`src/rtl/boot_pkg.sv`:
```
package boot_pkg;

  typedef enum logic [1:0] {
    MODE_HOST     = 2'b00,
    MODE_DEBUG    = 2'b01,
    MODE_ROM      = 2'b10,
    MODE_HOST_ALT = 2'b11
  } boot_mode_e;

  typedef struct packed {
    boot_mode_e mode;
    logic       rom16;
    logic       big_end;
  } strap_t;

  typedef enum logic [2:0] {
    SEQ_HOLD,
    SEQ_HOST_WAIT,
    SEQ_DBG_WAIT,
    SEQ_DBG_ARM,
    SEQ_ROM_COPY,
    SEQ_RUN
  } seq_state_e;

  typedef enum logic [2:0] {
    CP_IDLE,
    CP_RD,
    CP_WAIT,
    CP_WR,
    CP_DONE
  } copy_state_e;

endpackage

```
`src/rtl/boot_rst_sync.sv`:
```
module boot_rst_sync #(
  parameter int STAGES = 2
) (
  input  logic clk,
  input  logic rst_n,
  output logic int_rst_n
);

  logic [STAGES-1:0] sync_q;

  generate
    for (genvar i = 0; i < STAGES; i++) begin : g_stage
      always_ff @(posedge clk or negedge rst_n) begin
        if (!rst_n) begin
          sync_q[i] <= 1'b0;
        end else begin
          sync_q[i] <= (i == 0) ? 1'b1 : sync_q[(i == 0) ? 0 : i-1];
        end
      end
    end
  endgenerate

  assign int_rst_n = sync_q[STAGES-1];

endmodule

```
`src/rtl/boot_strap_latch.sv`:
```
module boot_strap_latch
  import boot_pkg::*;
(
  input  logic   clk,
  input  logic   rst_n,
  input  logic   int_rst_n,
  input  strap_t strap_in,
  output strap_t strap_q
);

  logic   cap_en;
  strap_t strap_d;

  // track the pins while the internal reset is held, freeze afterwards
  always_comb begin
    cap_en  = ~int_rst_n;
    strap_d = strap_in;
  end

  always_ff @(posedge clk or negedge rst_n) begin
    if (!rst_n) begin
      strap_q <= '0;
    end else if (cap_en) begin
      strap_q <= strap_d;
    end
  end

endmodule

```
`src/rtl/boot_rom_copier.sv`:
```
module boot_rom_copier
  import boot_pkg::*;
#(
  parameter int              IMG_BYTES = 1024,
  parameter int              ROM_AW    = 32,
  parameter int              ROM_DW    = 16,
  parameter int              MEM_AW    = 12,
  parameter int              MEM_DW    = 32,
  parameter logic [ROM_AW-1:0] ROM_BASE = 32'h9000_0000
) (
  input  logic              clk,
  input  logic              rst_n,
  input  logic              go,
  input  logic              rom16,
  input  logic              big_end,
  output logic              rom_rd_en,
  output logic [ROM_AW-1:0] rom_addr,
  input  logic              rom_rvalid,
  input  logic [ROM_DW-1:0] rom_rdata,
  output logic              wr_en,
  output logic [MEM_AW-1:0] wr_addr,
  output logic [MEM_DW-1:0] wr_data,
  output logic              last_wr
);

  localparam int BPW      = MEM_DW / 8;
  localparam int WORDS    = IMG_BYTES / BPW;
  localparam int WIDX_W   = $clog2(WORDS);
  localparam int OFF_W    = $clog2(IMG_BYTES);
  localparam int BEAT_W   = $clog2(BPW);
  localparam int ADDR_LSB = $clog2(BPW);
  localparam logic [WIDX_W-1:0] LAST_WORD = WIDX_W'(WORDS - 1);
  localparam logic [BEAT_W-1:0] LAST_B8   = BEAT_W'(BPW - 1);
  localparam logic [BEAT_W-1:0] LAST_B16  = BEAT_W'(MEM_DW / ROM_DW - 1);

  copy_state_e       st_q, st_d;
  logic [WIDX_W-1:0] word_q, word_d;
  logic [BEAT_W-1:0] beat_q, beat_d;
  logic [OFF_W-1:0]  off_q, off_d;
  logic [MEM_DW-1:0] acc_q, acc_d;
  logic              word_en, beat_en, off_en, acc_en;
  logic [BEAT_W-1:0] last_beat;
  logic [7:0]        rd_byte;

  assign last_beat = rom16 ? LAST_B16 : LAST_B8;
  assign rd_byte   = rom_rdata[7:0];

  // beat assembly: little-endian fills from the top and shifts down,
  // big-endian shifts up and fills from the bottom
  always_comb begin
    unique case ({rom16, big_end})
      2'b00:   acc_d = {rd_byte, acc_q[MEM_DW-1:8]};
      2'b01:   acc_d = {acc_q[MEM_DW-9:0], rd_byte};
      2'b10:   acc_d = {rom_rdata, acc_q[MEM_DW-1:ROM_DW]};
      default: acc_d = {acc_q[MEM_DW-ROM_DW-1:0], rom_rdata};
    endcase
  end

  always_comb begin
    st_d    = st_q;
    word_d  = word_q;
    beat_d  = beat_q;
    off_d   = off_q + (rom16 ? OFF_W'(ROM_DW / 8) : OFF_W'(1));
    word_en = 1'b0;
    beat_en = 1'b0;
    off_en  = 1'b0;
    acc_en  = 1'b0;
    unique case (st_q)
      CP_IDLE: if (go) st_d = CP_RD;
      CP_RD:   st_d = CP_WAIT;
      CP_WAIT: begin
        if (rom_rvalid) begin
          acc_en  = 1'b1;
          off_en  = 1'b1;
          beat_en = 1'b1;
          if (beat_q == last_beat) begin
            beat_d = '0;
            st_d   = CP_WR;
          end else begin
            beat_d = beat_q + 1'b1;
            st_d   = CP_RD;
          end
        end
      end
      CP_WR: begin
        if (word_q == LAST_WORD) begin
          st_d = CP_DONE;
        end else begin
          word_en = 1'b1;
          word_d  = word_q + 1'b1;
          st_d    = CP_RD;
        end
      end
      default: st_d = CP_DONE;
    endcase
  end

  always_ff @(posedge clk or negedge rst_n) begin
    if (!rst_n) begin
      st_q   <= CP_IDLE;
      word_q <= '0;
      beat_q <= '0;
      off_q  <= '0;
      acc_q  <= '0;
    end else begin
      st_q <= st_d;
      if (word_en) word_q <= word_d;
      if (beat_en) beat_q <= beat_d;
      if (off_en)  off_q  <= off_d;
      if (acc_en)  acc_q  <= acc_d;
    end
  end

  assign rom_rd_en = (st_q == CP_RD);
  assign rom_addr  = ROM_BASE + ROM_AW'(off_q);
  assign wr_en     = (st_q == CP_WR);
  assign wr_addr   = MEM_AW'({word_q, {ADDR_LSB{1'b0}}});
  assign wr_data   = acc_q;
  assign last_wr   = wr_en && (word_q == LAST_WORD);

endmodule

```
`src/rtl/boot_seq_ctrl.sv`:
```
module boot_seq_ctrl
  import boot_pkg::*;
(
  input  logic       clk,
  input  logic       rst_n,
  input  boot_mode_e mode,
  input  logic       host_start_wr,
  input  logic       dbg_release,
  input  logic       core_clr_start,
  input  logic       copy_last,
  output logic       core_stall,
  output logic       start_flag,
  output logic       core_irq,
  output logic       bkpt_armed,
  output logic       copy_go
);

  seq_state_e st_q, st_d;
  logic       flag_d, flag_en;
  logic       irq_d;
  logic       bkpt_d, bkpt_en;
  logic       host_ok;
  logic       running;

  assign running = (st_q == SEQ_RUN);
  assign host_ok = host_start_wr && (mode != MODE_ROM);

  always_comb begin
    st_d = st_q;
    unique case (st_q)
      SEQ_HOLD: begin
        unique case (mode)
          MODE_DEBUG: st_d = SEQ_DBG_WAIT;
          MODE_ROM:   st_d = SEQ_ROM_COPY;
          default:    st_d = SEQ_HOST_WAIT;
        endcase
      end
      SEQ_HOST_WAIT: if (host_start_wr || start_flag) st_d = SEQ_RUN;
      SEQ_DBG_WAIT:  if (dbg_release) st_d = SEQ_DBG_ARM;
      SEQ_DBG_ARM:   st_d = SEQ_RUN;
      SEQ_ROM_COPY:  if (copy_last) st_d = SEQ_RUN;
      default:       st_d = SEQ_RUN;
    endcase
  end

  // start flag: set by host (not in ROM mode) or by the debug arm step,
  // cleared only by the running core; pulse only when set while running
  always_comb begin
    flag_d = start_flag;
    if (running && core_clr_start) flag_d = 1'b0;
    if (host_ok)                   flag_d = 1'b1;
    if (st_q == SEQ_DBG_ARM)       flag_d = 1'b1;
    flag_en = (flag_d != start_flag);
    irq_d   = running && host_ok && !start_flag;
    bkpt_d  = 1'b1;
    bkpt_en = (st_q == SEQ_DBG_WAIT) && dbg_release;
  end

  always_ff @(posedge clk or negedge rst_n) begin
    if (!rst_n) begin
      st_q       <= SEQ_HOLD;
      start_flag <= 1'b0;
      core_irq   <= 1'b0;
      bkpt_armed <= 1'b0;
    end else begin
      st_q     <= st_d;
      core_irq <= irq_d;
      if (flag_en) start_flag <= flag_d;
      if (bkpt_en) bkpt_armed <= bkpt_d;
    end
  end

  assign core_stall = ~running;
  assign copy_go    = (st_q == SEQ_ROM_COPY);

endmodule

```
`src/rtl/boot_release_ctrl.sv`:
```
module boot_release_ctrl
  import boot_pkg::*;
#(
  parameter int                IMG_BYTES   = 1024,
  parameter int                ROM_AW      = 32,
  parameter int                ROM_DW      = 16,
  parameter int                MEM_AW      = 12,
  parameter int                MEM_DW      = 32,
  parameter int                PC_W        = 32,
  parameter int                SYNC_STAGES = 2,
  parameter logic [ROM_AW-1:0] ROM_BASE    = 32'h9000_0000,
  parameter logic [PC_W-1:0]   START_ADDR  = '0
) (
  input  logic              clk,
  input  logic              rst_n,
  input  logic [1:0]        strap_boot_mode,
  input  logic              strap_rom16,
  input  logic              strap_big_end,
  input  logic              host_ctl_we,
  input  logic              host_ctl_start,
  input  logic              host_mem_we,
  input  logic [MEM_AW-1:0] host_mem_addr,
  input  logic [MEM_DW-1:0] host_mem_wdata,
  input  logic              dbg_release,
  input  logic              core_clr_start,
  output logic              rom_rd_en,
  output logic [ROM_AW-1:0] rom_addr,
  input  logic              rom_rvalid,
  input  logic [ROM_DW-1:0] rom_rdata,
  output logic              mem_we,
  output logic [MEM_AW-1:0] mem_addr,
  output logic [MEM_DW-1:0] mem_wdata,
  output logic              core_stall,
  output logic [PC_W-1:0]   core_start_addr,
  output logic              core_irq,
  output logic              start_flag,
  output logic              bkpt_armed,
  output logic              rom_done
);

  localparam int BPW = MEM_DW / 8;
  localparam logic [MEM_AW-1:0] LAST_WR_ADDR = MEM_AW'(IMG_BYTES - BPW);

  logic              int_rst_n;
  strap_t            strap_pins, strap_q;
  logic              copy_go;
  logic              cp_we;
  logic [MEM_AW-1:0] cp_addr;
  logic [MEM_DW-1:0] cp_data;
  logic              cp_last;
  logic              host_start_wr;

  assign strap_pins    = '{mode: boot_mode_e'(strap_boot_mode),
                           rom16: strap_rom16, big_end: strap_big_end};
  assign host_start_wr = host_ctl_we && host_ctl_start;

  boot_rst_sync #(.STAGES(SYNC_STAGES)) rst_sync_i (
    .clk       (clk),
    .rst_n     (rst_n),
    .int_rst_n (int_rst_n)
  );

  boot_strap_latch strap_i (
    .clk       (clk),
    .rst_n     (rst_n),
    .int_rst_n (int_rst_n),
    .strap_in  (strap_pins),
    .strap_q   (strap_q)
  );

  boot_seq_ctrl seq_i (
    .clk            (clk),
    .rst_n          (int_rst_n),
    .mode           (strap_q.mode),
    .host_start_wr  (host_start_wr),
    .dbg_release    (dbg_release),
    .core_clr_start (core_clr_start),
    .copy_last      (cp_last),
    .core_stall     (core_stall),
    .start_flag     (start_flag),
    .core_irq       (core_irq),
    .bkpt_armed     (bkpt_armed),
    .copy_go        (copy_go)
  );

  boot_rom_copier #(
    .IMG_BYTES (IMG_BYTES),
    .ROM_AW    (ROM_AW),
    .ROM_DW    (ROM_DW),
    .MEM_AW    (MEM_AW),
    .MEM_DW    (MEM_DW),
    .ROM_BASE  (ROM_BASE)
  ) copier_i (
    .clk        (clk),
    .rst_n      (int_rst_n),
    .go         (copy_go),
    .rom16      (strap_q.rom16),
    .big_end    (strap_q.big_end),
    .rom_rd_en  (rom_rd_en),
    .rom_addr   (rom_addr),
    .rom_rvalid (rom_rvalid),
    .rom_rdata  (rom_rdata),
    .wr_en      (cp_we),
    .wr_addr    (cp_addr),
    .wr_data    (cp_data),
    .last_wr    (cp_last)
  );

  // copy owns the write port while it runs; the host gets it otherwise
  always_comb begin
    if (copy_go) begin
      mem_we    = cp_we;
      mem_addr  = cp_addr;
      mem_wdata = cp_data;
    end else begin
      mem_we    = host_mem_we && int_rst_n;
      mem_addr  = host_mem_addr;
      mem_wdata = host_mem_wdata;
    end
  end

  assign rom_done        = cp_last && copy_go && (cp_addr == LAST_WR_ADDR);
  assign core_start_addr = START_ADDR;

endmodule

```
`config.mk`:
```
export PLATFORM = sky130hd
export DESIGN_NAME = boot_release_ctrl
export DESIGN_NICKNAME = d
export VERILOG_FILES = /design/src/rtl/boot_pkg.sv /design/src/rtl/boot_rst_sync.sv /design/src/rtl/boot_strap_latch.sv /design/src/rtl/boot_rom_copier.sv /design/src/rtl/boot_seq_ctrl.sv /design/src/rtl/boot_release_ctrl.sv
export SDC_FILE = /design/constraint.sdc
export NUM_CORES = 1
export LEC_CHECK = 0
export ABC_AREA = 1
export BUFFER_PORTS_ARGS = -buffer_cell sky130_fd_sc_hd__buf_4
export CAP_MARGIN = 20
export CORE_ASPECT_RATIO = 0.6
export CORE_MARGIN = 8
export CORE_UTILIZATION = 40
export CTS_BUF_LIST = sky130_fd_sc_hd__clkbuf_8 sky130_fd_sc_hd__clkbuf_16
export DETAILED_ROUTE_END_ITERATION = 8
export GPL_TIMING_DRIVEN = 0
export PLACE_DENSITY = 0.64
export SETUP_SLACK_MARGIN = 0.05
export SLEW_MARGIN = 30
export SYNTH_ARGS = -nofsm -noshare
export SYNTH_HDL_FRONTEND = slang
export SYNTH_SLANG_ARGS = --single-unit
```
`constraint.sdc`:
```
create_clock -name clk -period 3.8 [get_ports clk]
set_clock_uncertainty 0.05 [all_clocks]
set_input_delay 0.76 -clock clk [delete_from_list [all_inputs] [get_ports clk]]
set_output_delay 0.76 -clock clk [all_outputs]
set_load 0.02 [all_outputs]
```
==> metrics list <==
* Final max-slew violation count: 0
- Run status: finished clean
- Startpoint types: flop
- For this design, the sink count on the clock tree is between 60 and 70.
- After detailed routing, the number of remaining DRC violations is 0.
* Area of the mapped netlist: between 0.004 and 0.005 mm²
- Layout Nets: 997
* Unrepaired setup endpoints after global routing: false
- For the pin with the worst max-slew slack, the measured transition is a little under 600 ps.
* Max-Cap Viols: 0
- Vias in the first global route: ~4700
- Placed cell count: around 1100
- Final core utilization: around 55%
- In the layout the commonest cells are 292 x sky130_fd_sc_hd__nand2_1, 191 x sky130_fd_sc_hd__buf_4, 66 x sky130_fd_sc_hd__dfrtp_1.
- Synthesis instantiated 33 different standard cells from the library.
* Top fanout value on the critical path: 45
* Height of the die: slightly above 100 µm
- The tree is rooted in a sky130_fd_sc_hd__clkbuf_16.
* Type of destination of the critical path: output pin
* Final period util: between 70% and 80%
* Standard-cell rows: 31
* Initial DRT Pass Iterations: 5
- Timing-limited maximum frequency: approximately 360 MHz
* Leak pwr: about 3.6 nW
* Power density relative to cell area: between 200 and 300 mW/mm²
* Required arrival time at the worst endpoint: around 3000 ps
* Crit path time final: around 2700 ps
- Commonest non-fill, non-tap cell in the layout: sky130_fd_sc_hd__nand2_1
* Tightest hold margin: about 150 ps
* Hold-fix buffers at CTS: 0
- Highest ir drop seen on vdd: 0.224 mV
- Gates resized during post-CTS repair numbered 0.
- Routability congestion estimate from global placement: just over 0.9
* Routed wire length: 16000 µm
- H-tree lvl count: 3
- Clock latency on the worst-skew pair: between 300 and 400 ps
- Total via count after detailed routing: slightly above 5000
* Max-slew headroom: between 60% and 70%
* Mean cell area of the mapped netlist: ~6.7 µm²
- Setup violations remaining at the end of the flow were counted as 0.
- The Yosys step of the flow raised 0 warnings.
- Hold/Removal Path Class: flop to asynchronous set/reset pin
- Setup slack closes at approximately 1100 ps.
- Final standard cell area without fillers: about 0.0065 mm²
* Num CTS Buffers: 9
* Post-layout power: between 1.5 and 2 mW
- between 150 and 200 I/O pins were placed.
- The die covers 0.0159 mm².
- Die outline width: between 150 and 200 µm
- Compared with the post-synthesis result, the final layout area differs by 35.7%.
- CP Data Arrival Time: 1940 ps
- In this run, the number of DRC markers left after iteration 0 of detailed routing was between 400 and 500.
- After the flow finishes, the layout carries non-filler instances totaling 1088.
- Post-DP HPWL: about 12000 µm
* Largest net degree at the start of global routing: 46
- The count of nets left with antenna violations once routing finished came out at 0.
- Antenna violations before repair: 0
- Total gr overflow: 0
- Initial core utilization: between 40% and 50%
* DR WL/cell: 14.7 µm
- CTS tree: yes
- The post-route netlist has 26.8% of its cells at a drive strength greater than 1.
- In the global route stage, overall resource usage came out at between 20% and 30%.
* Post-Place Setup Slack: about 1400 ps
- Longest Clk Path Bufs: 2
- Core outline area: 0.0119 mm²
- In this run the cell area measured after placement is between 0.006 and 0.007 mm².
- Clock-pin slew of the registers on the worst-case setup and hold paths: ~60 ps
* Post-Syn Instances: ~720
- In this run the tool buffered the top-level ports with between 100 and 150 buffer cells.
- For the final routed database, the setup TNS stands at 0 ps.
* Proportion of synthesized chip area in sequential cells: about a third
- The critical path is of the flop to output pin type.
- Vias per Instance: ~4.6
- The count of endpoints failing hold in the final timing report is 0.
- Post-synthesis register bit count: 67
* Wire length of the first global-routing pass: between 20000 and 30000 µm
- Setup Fix Bufs, Post-CTS: 0
* Total inserted antenna cells: 0
==> worst max-delay path, cell delays in order (launching register included) <==
cell	delay, ps
sky130_fd_sc_hd__dfrtp_4	600
sky130_fd_sc_hd__buf_16	280
sky130_fd_sc_hd__clkbuf_1	350
sky130_fd_sc_hd__nand3_1	120
sky130_fd_sc_hd__o21ai_0	90
sky130_fd_sc_hd__buf_4	160
==> power breakdown <==
part           leakage [nW]  switching, mW  internal (mW)  total (mW)
clock network         0.157          0.300          0.515       0.814
registers             0.802        0.00722          0.720       0.727
logic                  2.61          0.177          0.131       0.308
total                  3.57          0.484           1.37        1.85
==> final cells by class <==
| class | instances | area (µm²) |
|---|---|---|
| fillers | 1184 | 5380 |
| multi-input cells | 559 | 2490 |
| flip-flops and latches | 67 | 1680 |
| repair buffers | 133 | 1020 |
| plain buffers | 83 | 601 |
| inverters | 65 | 246 |
| clock buffers | 10 | 239 |
| well taps | 165 | 206 |
| clock inverters | 6 | 50.0 |
==> cells by family after synthesis <==
group           after synthesis  share of synthesized area, %
compound gates               81                          8.68
xor+xnor                      5                         0.910
fa+ha+maj                     7                          1.98
buf+inv                     148                          17.6
flops                        67                          34.8
other cells                   2                         0.156
simple gates                411                          35.9
==> synthesized netlist by cell type (all sizes together) <==
master    n  area (µm²)
clkbuf    5        18.8
inv      65         247
fa        1        20.0
nand3b    5        37.5
o211ai    1        7.51
or2       1        6.26
xnor2     1        8.76
nor2     48         229
nand4     8        65.1
ha        6        75.1
xor2      4        35.0
o21bai    1        7.51
o21ai    71         359
a21oi     6        30.0
nand3    47         235
buf      78         582
conb      2        7.51
nand2   298        1130
dfrtp    67        1680
a31oi     1        6.26
a22oi     1        7.51
nor3      4        20.0
==> flip-flops by register name (all words and copies together), names as in the netlist, 2 cells and up <==
name,flops
copier_i.wr_data,32
copier_i.word_q,8
copier_i.beat_q,2
strap_i.strap_q,4
copier_i.off_q,10
copier_i.st_q,3
seq_i.st_q,3
==> worst paths after layout <==
path,startpoint,end,slack [ps],depth (start not counted)
max reg2reg,strap_i.strap_q[1]$_DFFE_PN0N_,copier_i.off_q[8]$_DFFE_PN0P_,1880,10
max in group asynchronous,rst_sync_i.int_rst_n$_DFF_PN0_,copier_i.wr_data[6]$_DFFE_PN0P_,3040,1
min reg2reg,rst_sync_i.int_rst_n$_DFF_PN0_,copier_i.off_q[5]$_DFFE_PN0P_,150,0
min,rst_sync_i.int_rst_n$_DFF_PN0_,copier_i.off_q[5]$_DFFE_PN0P_,150,0
min in group clk,rst_sync_i.sync_q[0]$_DFF_PN0_,rst_sync_i.int_rst_n$_DFF_PN0_,300,0
max,rst_sync_i.int_rst_n$_DFF_PN0_,mem_we,1050,5
==> per-layer routing <==
layer	vias up	part of all wire, %	GRT usage (%)
met3	13	8.6	4.97
met1	2293	47	28.9
met4	0	0.78	4.00
li1	2539	-	-
met5	-	0	0
met2	192	44	29.7
Power figures use the tool's default switching activity.
